## config.mk

```make
export PLATFORM = sky130hd
export DESIGN_NAME = alu8_top
export DESIGN_NICKNAME = d
export VERILOG_FILES = /design/src/rtl/alu8_pkg.sv /design/src/rtl/alu8_arith.sv /design/src/rtl/alu8_logic.sv /design/src/rtl/alu8_flag_reg.sv /design/src/rtl/alu8_top.sv
export SDC_FILE = /design/constraint.sdc
export NUM_CORES = 1
export LEC_CHECK = 0
export BUFFER_PORTS_ARGS = -buffer_cell sky130_fd_sc_hd__buf_2
export CAP_MARGIN = 10
export CORE_MARGIN = 2
export CORE_UTILIZATION = 59
export DETAILED_ROUTE_END_ITERATION = 12
export PLACE_DENSITY = 0.88
export SLEW_MARGIN = 20
export SYNTH_ARGS = -nofsm -noshare
export SYNTH_HDL_FRONTEND = slang
export SYNTH_SLANG_ARGS = --single-unit
```

## constraint.sdc

```tcl
create_clock -name clk -period 10.5 [get_ports clk]
set_input_delay 2.1 -clock clk [delete_from_list [all_inputs] [get_ports clk]]
set_output_delay 2.1 -clock clk [all_outputs]
set_load 0.02 [all_outputs]
```

## src/rtl/alu8_pkg.sv

```systemverilog
// Package: op codes and flag bit positions shared by the ALU modules.
// Assumes a 4-bit op code; the flag order is part of the port contract.
package alu8_pkg;
    typedef enum logic [3:0] {
        OP_ADD = 4'd0, OP_ADC = 4'd1, OP_SUB = 4'd2, OP_SBB = 4'd3,
        OP_AND = 4'd4, OP_OR  = 4'd5, OP_XOR = 4'd6, OP_CPL = 4'd7,
        OP_ROL = 4'd8, OP_ROR = 4'd9, OP_RLT = 4'd10, OP_RRT = 4'd11,
        OP_NOP12 = 4'd12, OP_NOP13 = 4'd13, OP_NOP14 = 4'd14, OP_NOP15 = 4'd15
    } alu_op_e;

    localparam int NFLAGS = 5;
    localparam int F_CY = 0;
    localparam int F_P  = 1;
    localparam int F_AC = 2;
    localparam int F_Z  = 3;
    localparam int F_S  = 4;
endpackage

```

## src/rtl/alu8_arith.sv

```systemverilog
// Adder/subtractor with split nibble carry chain.
// Subtraction is A + ~B + ~borrow_in; the carry outputs are inverted back to
// borrows, so both outputs read "1 = carry" for add and "1 = borrow" for sub.
module alu8_arith #(
    parameter int WIDTH = 8
) (
    input  logic [WIDTH-1:0] a,
    input  logic [WIDTH-1:0] b,
    input  logic             cin,
    input  logic             use_cin,
    input  logic             sub,
    output logic [WIDTH-1:0] sum,
    output logic             cout,
    output logic             half
);
    localparam int LOW = 4;
    localparam int HIW = WIDTH - LOW;

    logic [WIDTH-1:0] b_eff;
    logic             c0;
    logic [LOW:0]     lo_sum;
    logic [HIW:0]     hi_sum;

    // Operand conditioning for add or subtract.
    always_comb begin
        b_eff = sub ? ~b : b;
        c0    = sub ? ~(use_cin & cin) : (use_cin & cin);
    end

    // Two-stage carry chain: low nibble, then upper part.
    always_comb begin
        lo_sum = {1'b0, a[LOW-1:0]} + {1'b0, b_eff[LOW-1:0]} + {{LOW{1'b0}}, c0};
        hi_sum = {1'b0, a[WIDTH-1:LOW]} + {1'b0, b_eff[WIDTH-1:LOW]}
                 + {{HIW{1'b0}}, lo_sum[LOW]};
        sum    = {hi_sum[HIW-1:0], lo_sum[LOW-1:0]};
        half   = sub ? ~lo_sum[LOW] : lo_sum[LOW];
        cout   = sub ? ~hi_sum[HIW] : hi_sum[HIW];
    end
endmodule

```

## src/rtl/alu8_logic.sv

```systemverilog
// Bitwise operations, complement and the four rotates.
// Assumes op is decoded by the caller; shout is the bit leaving a rotate.
module alu8_logic
    import alu8_pkg::*;
#(
    parameter int WIDTH = 8
) (
    input  alu_op_e          op,
    input  logic [WIDTH-1:0] a,
    input  logic [WIDTH-1:0] b,
    input  logic             cin,
    output logic [WIDTH-1:0] res,
    output logic             shout
);
    // Select the logic or rotate result for the current op.
    always_comb begin
        res   = a;
        shout = 1'b0;
        unique case (op)
            OP_AND: res = a & b;
            OP_OR:  res = a | b;
            OP_XOR: res = a ^ b;
            OP_CPL: res = ~a;
            OP_ROL: begin res = {a[WIDTH-2:0], a[WIDTH-1]}; shout = a[WIDTH-1]; end
            OP_ROR: begin res = {a[0], a[WIDTH-1:1]};       shout = a[0];       end
            OP_RLT: begin res = {a[WIDTH-2:0], cin};        shout = a[WIDTH-1]; end
            OP_RRT: begin res = {cin, a[WIDTH-1:1]};        shout = a[0];       end
            default: res = a;
        endcase
    end
endmodule

```

## src/rtl/alu8_flag_reg.sv

```systemverilog
// Five-bit flag register with a load enable per bit.
// Assumes synchronous active-low reset; unloaded bits hold.
module alu8_flag_reg #(
    parameter int NBITS = 5
) (
    input  logic             clk,
    input  logic             rst_n,
    input  logic [NBITS-1:0] load,
    input  logic [NBITS-1:0] d,
    output logic [NBITS-1:0] q
);
    for (genvar i = 0; i < NBITS; i++) begin : g_bit
        // Per-flag storage with its own enable.
        always_ff @(posedge clk) begin
            if (!rst_n)       q[i] <= 1'b0;
            else if (load[i]) q[i] <= d[i];
        end
    end
endmodule

```

## src/rtl/alu8_top.sv

```systemverilog
// 8-bit ALU top: decodes the op, selects the result, forms candidate flags
// and the per-op update set, and stores the masked flags in a register.
// Assumes carry_in is supplied by the sequencer (normally the CY flag).
module alu8_top
    import alu8_pkg::*;
#(
    parameter int WIDTH = 8
) (
    input  logic             clk,
    input  logic             rst_n,
    input  logic [3:0]       op,
    input  logic [WIDTH-1:0] acc_in,
    input  logic [WIDTH-1:0] opb_in,
    input  logic             carry_in,
    input  logic [NFLAGS-1:0] flag_we,
    output logic [WIDTH-1:0] result,
    output logic [NFLAGS-1:0] flags_q
);
    alu_op_e          opc;
    logic             is_arith, is_logic, is_rot, is_sub, use_cin;
    logic [WIDTH-1:0] ar_sum, lg_res;
    logic             ar_cout, ar_half, lg_shout;
    logic [NFLAGS-1:0] cand, affect, load;

    assign opc = alu_op_e'(op);

    // Op group decode.
    always_comb begin
        is_arith = (opc == OP_ADD) || (opc == OP_ADC) || (opc == OP_SUB) || (opc == OP_SBB);
        is_logic = (opc == OP_AND) || (opc == OP_OR)  || (opc == OP_XOR);
        is_rot   = (opc == OP_ROL) || (opc == OP_ROR) || (opc == OP_RLT) || (opc == OP_RRT);
        is_sub   = (opc == OP_SUB) || (opc == OP_SBB);
        use_cin  = (opc == OP_ADC) || (opc == OP_SBB);
    end

    alu8_arith #(.WIDTH(WIDTH)) u_arith (
        .a(acc_in), .b(opb_in), .cin(carry_in), .use_cin(use_cin), .sub(is_sub),
        .sum(ar_sum), .cout(ar_cout), .half(ar_half)
    );

    alu8_logic #(.WIDTH(WIDTH)) u_logic (
        .op(opc), .a(acc_in), .b(opb_in), .cin(carry_in),
        .res(lg_res), .shout(lg_shout)
    );

    // Result mux between the adder and the logic/rotate unit.
    assign result = is_arith ? ar_sum : lg_res;

    // Candidate flag values and the set of flags each op group may change.
    always_comb begin
        cand        = '0;
        cand[F_S]   = result[WIDTH-1];
        cand[F_Z]   = (result == '0);
        cand[F_P]   = ~^result;
        cand[F_AC]  = is_arith & ar_half;
        cand[F_CY]  = is_arith ? ar_cout : (is_rot & lg_shout);
        if (is_arith || is_logic) affect = '1;
        else if (is_rot)          affect = NFLAGS'(1) << F_CY;
        else                      affect = '0;
        load = affect & flag_we;
    end

    alu8_flag_reg #(.NBITS(NFLAGS)) u_flags (
        .clk(clk), .rst_n(rst_n), .load(load), .d(cand), .q(flags_q)
    );
endmodule

```

==> flow_summary.yaml <==
synth:
  synth_warnings: 0
  postSynthAreaPerCell_um2: 7.542
  async_flop_share: 0
  synthFlopType: "dfxtp_1"
  synth_edf_count: 0
  synth_seq_cells: 5
  syn_nets: 275
  yosysSeqAreaShare: 0.06116
  synthDistinctLibCells: 46
  syn_inst: 217
  syn_area_um2: 1637
layout:
  nets: 307
  layout-drive-gt1-share: 0.1855
  filler_cell_count: 267
  antenna_cells: 0
  largest-register: "u_flags.q"
  largest_register_ffs: 5
  syn_to_final_growth_pct: 11.62
  layout_common_cells: "40 x buf_2, 26 x ha_1, 23 x nand2_1, 22 x inv_1, 16 x nor2_1"
  final_cells: 279
  layout_commonest_cell: "buf_2"
  largest_registers: "u_flags.q: 5 flops"
setup_path:
  r2r-end: "u_flags.q[2]"
  end_kind: "output pin"
  required_ns: 8.40
  path_cells: "buf_2 > nor2_1 > and2_1 > xnor2_1 > fa_1 > fa_1 > nor2b_1 > o21a_1 > nor2_1 > fa_1 > inv_1 > fa_1 > nor2_1 > a211oi_1 > or3_1 > buf_2"
  r2r_setup_slack_ns: 9.77
  critPathMostFrequentCell: "fa_1"
  critical-path-max-stage-delay_ns: 0.48
  worstPathArrival_ns: 6.01
  reg2reg_depth: 2
  cp_max_fo: 32
  crit_type: "input port to output pin"
  slowest_stage: "and2_1"
  timing.rr.start: "u_flags.q[2]"
  startpoint_type: "input port"
floorplanning:
  die_x_um: 56.67
  dieArea_um2: 3211
  ios: 41
  start_util: 0.6092
  rows: 19
  die-height_um: 56.67
  core_area_um2: 2686
place:
  dp.cells: 275
  io_buffers: 40
  gp_congestion: 0.8751
  dpl.hpwl_um: 3113
  pre_cts_ws_ns: 2.443
clock_tree:
  cts_hold_buffers: 0
  h-tree-depth: 1
  cts_tree: "done"
  clk_pin_slew_worst_paths_ns: 0.04
  numCtsBuffers: 3
  clock_latency_ns: 0.25
  root_buffer: "clkbuf_4"
  clockBufferDepth: 2
  cts_setup_buffers: 0
  clkSinkCount: 5
  cts_resized: 0
detailed_routing:
  dr_total_vias: 1644
  drtAntennaViolNets: 0
  drc: 0
  drtPass1Iterations: 4
  drt_wl_total_um: 3891
  drt-initial-drc-count: 60
  wire_per_inst_um: 13.95
  vias_per_cell: 5.892
global_routing:
  grt_pass1_wl_um: 6693
  grt_max_degree: 33
  antenna_found_initial: 0
  overflow: 0
  grt_pass1_vias: 1592
  track_usage: 0.2630
sta:
  fmax_mhz: 123.3
  timing.setup.tns_ns: 0
  hold_viol: 0
  fin_ws_ns: 2.387
  fin_crit_sh: 0.7727
  rsz0062_at_grt: "no"
  fin_worst_skew_ns: 0
  setup_viol: 0
  drv_slew: 0
  worstMarginPinSlew_ns: 0.5361
  fin_crit_ns: 8.113
  slew_headroom: 0.6426
  timing.hold.ws_ns: 0.4842
min_path:
  hold_depth: 2
  worstHoldStart: "u_flags.q[3]"
  hold_end: "u_flags.q[3]"
  hp-class: "flop to flop"
power:
  irDropWorstVdd_mv: 0.07628
  p_leak_nw: 0.9355
  power.density_nw_per_um2: 80.54
run:
  maxCapViolations: 0
status:
  outcome: "finished, final reports clean"
-- per-stage QoR --
stage / utilization / total power, mW / instance area, um^2
finish: 0.6800 / 0.1471 / 1827
global placement: 0.6702 / 0.1209 / 1800
CTS: 0.6800 / 0.1480 / 1827
global route: 0.6800 / 0.1622 / 1827
detailed placement: 0.6702 / 0.1239 / 1800
floorplan: - / 0.09803 / 1637
-- power breakdown --
part	total, mW	switching (mW)	internal (mW)
combinational	0.103	0.0587	0.0440
sequential	0.0214	0.000684	0.0207
clock	0.0230	0.00856	0.0144
-- worst max-delay path: cells and delay by family --
family / cells / cell delay [ns]
adder cells (fa/ha/maj): 4 / 1.64
AND/OR/NAND/NOR: 6 / 1.41
buffers and inverters: 3 / 0.52
AO/OA/AOI/OAI: 2 / 0.20
XOR/XNOR: 1 / 0.16
-- metal layers --
metal	vias up	GRT usage	wire [um]
met3	10	0.03456	243
met2	59	0.4767	1958
met1	749	0.3064	1576
met4	0	0.1088	114
li1	826	-	-
met5	-	0	0
-- synthesized netlist by cell type, types with 2 or more instances --
library cell  instances  share of area
ha_1                 26           0.20
nand2_1              23          0.053
inv_1                22          0.050
nor2_1               16          0.037
a21oi_1              15          0.046
xnor2_1              14          0.075
o21ai_0               8          0.024
mux2i_1               7          0.043
buf_2                 6          0.018
nor2b_1               6          0.023
dfxtp_1               5          0.061
o211ai_1              5          0.023
o21a_1                5          0.023
a21o_1                4          0.018
fa_1                  4          0.049
nor3_1                4          0.012
buf_4                 3          0.014
clkbuf_1              3         0.0069
xor2_1                3          0.016
a211oi_1              2         0.0092
a221oi_1              2          0.011
and2_1                2         0.0076
and3_1                2         0.0076
mux4_1                2          0.032
nand2b_1              2         0.0076
nor3b_1               2         0.0092
o211a_1               2          0.012
o22ai_1               2         0.0076
o311ai_0              2          0.011
or2b_1                2         0.0092
-- cell families after synthesis --
group,Yosys count,synth area share
simple gates,63,0.1812
compound gates,58,0.2477
buf+inv,35,0.09633
fa+ha+maj,30,0.2477
xor+xnor,17,0.09098
mux,9,0.07493
flops,5,0.06116
-- final cells by class --
type,instances,area [um^2],area share
inverters,22,82.58,0.04521
well taps,31,38.79,0.02123
multi-input cells,177,1379,0.7548
repair buffers,40,200.2,0.1096
flip-flops and latches,5,100.1,0.05479
clock buffers,4,26.28,0.01438
-- worst max path at each step --
stage | start | to | cells past startpoint
after global placement | op[2] | result[5] | 16
after detailed placement | op[2] | result[5] | 16
final | op[2] | result[5] | 16
after CTS | op[2] | result[5] | 16
after floorplan | op[3] | result[5] | 16
after global routing | op[2] | result[5] | 16
(Power assumes the default switching activity.)
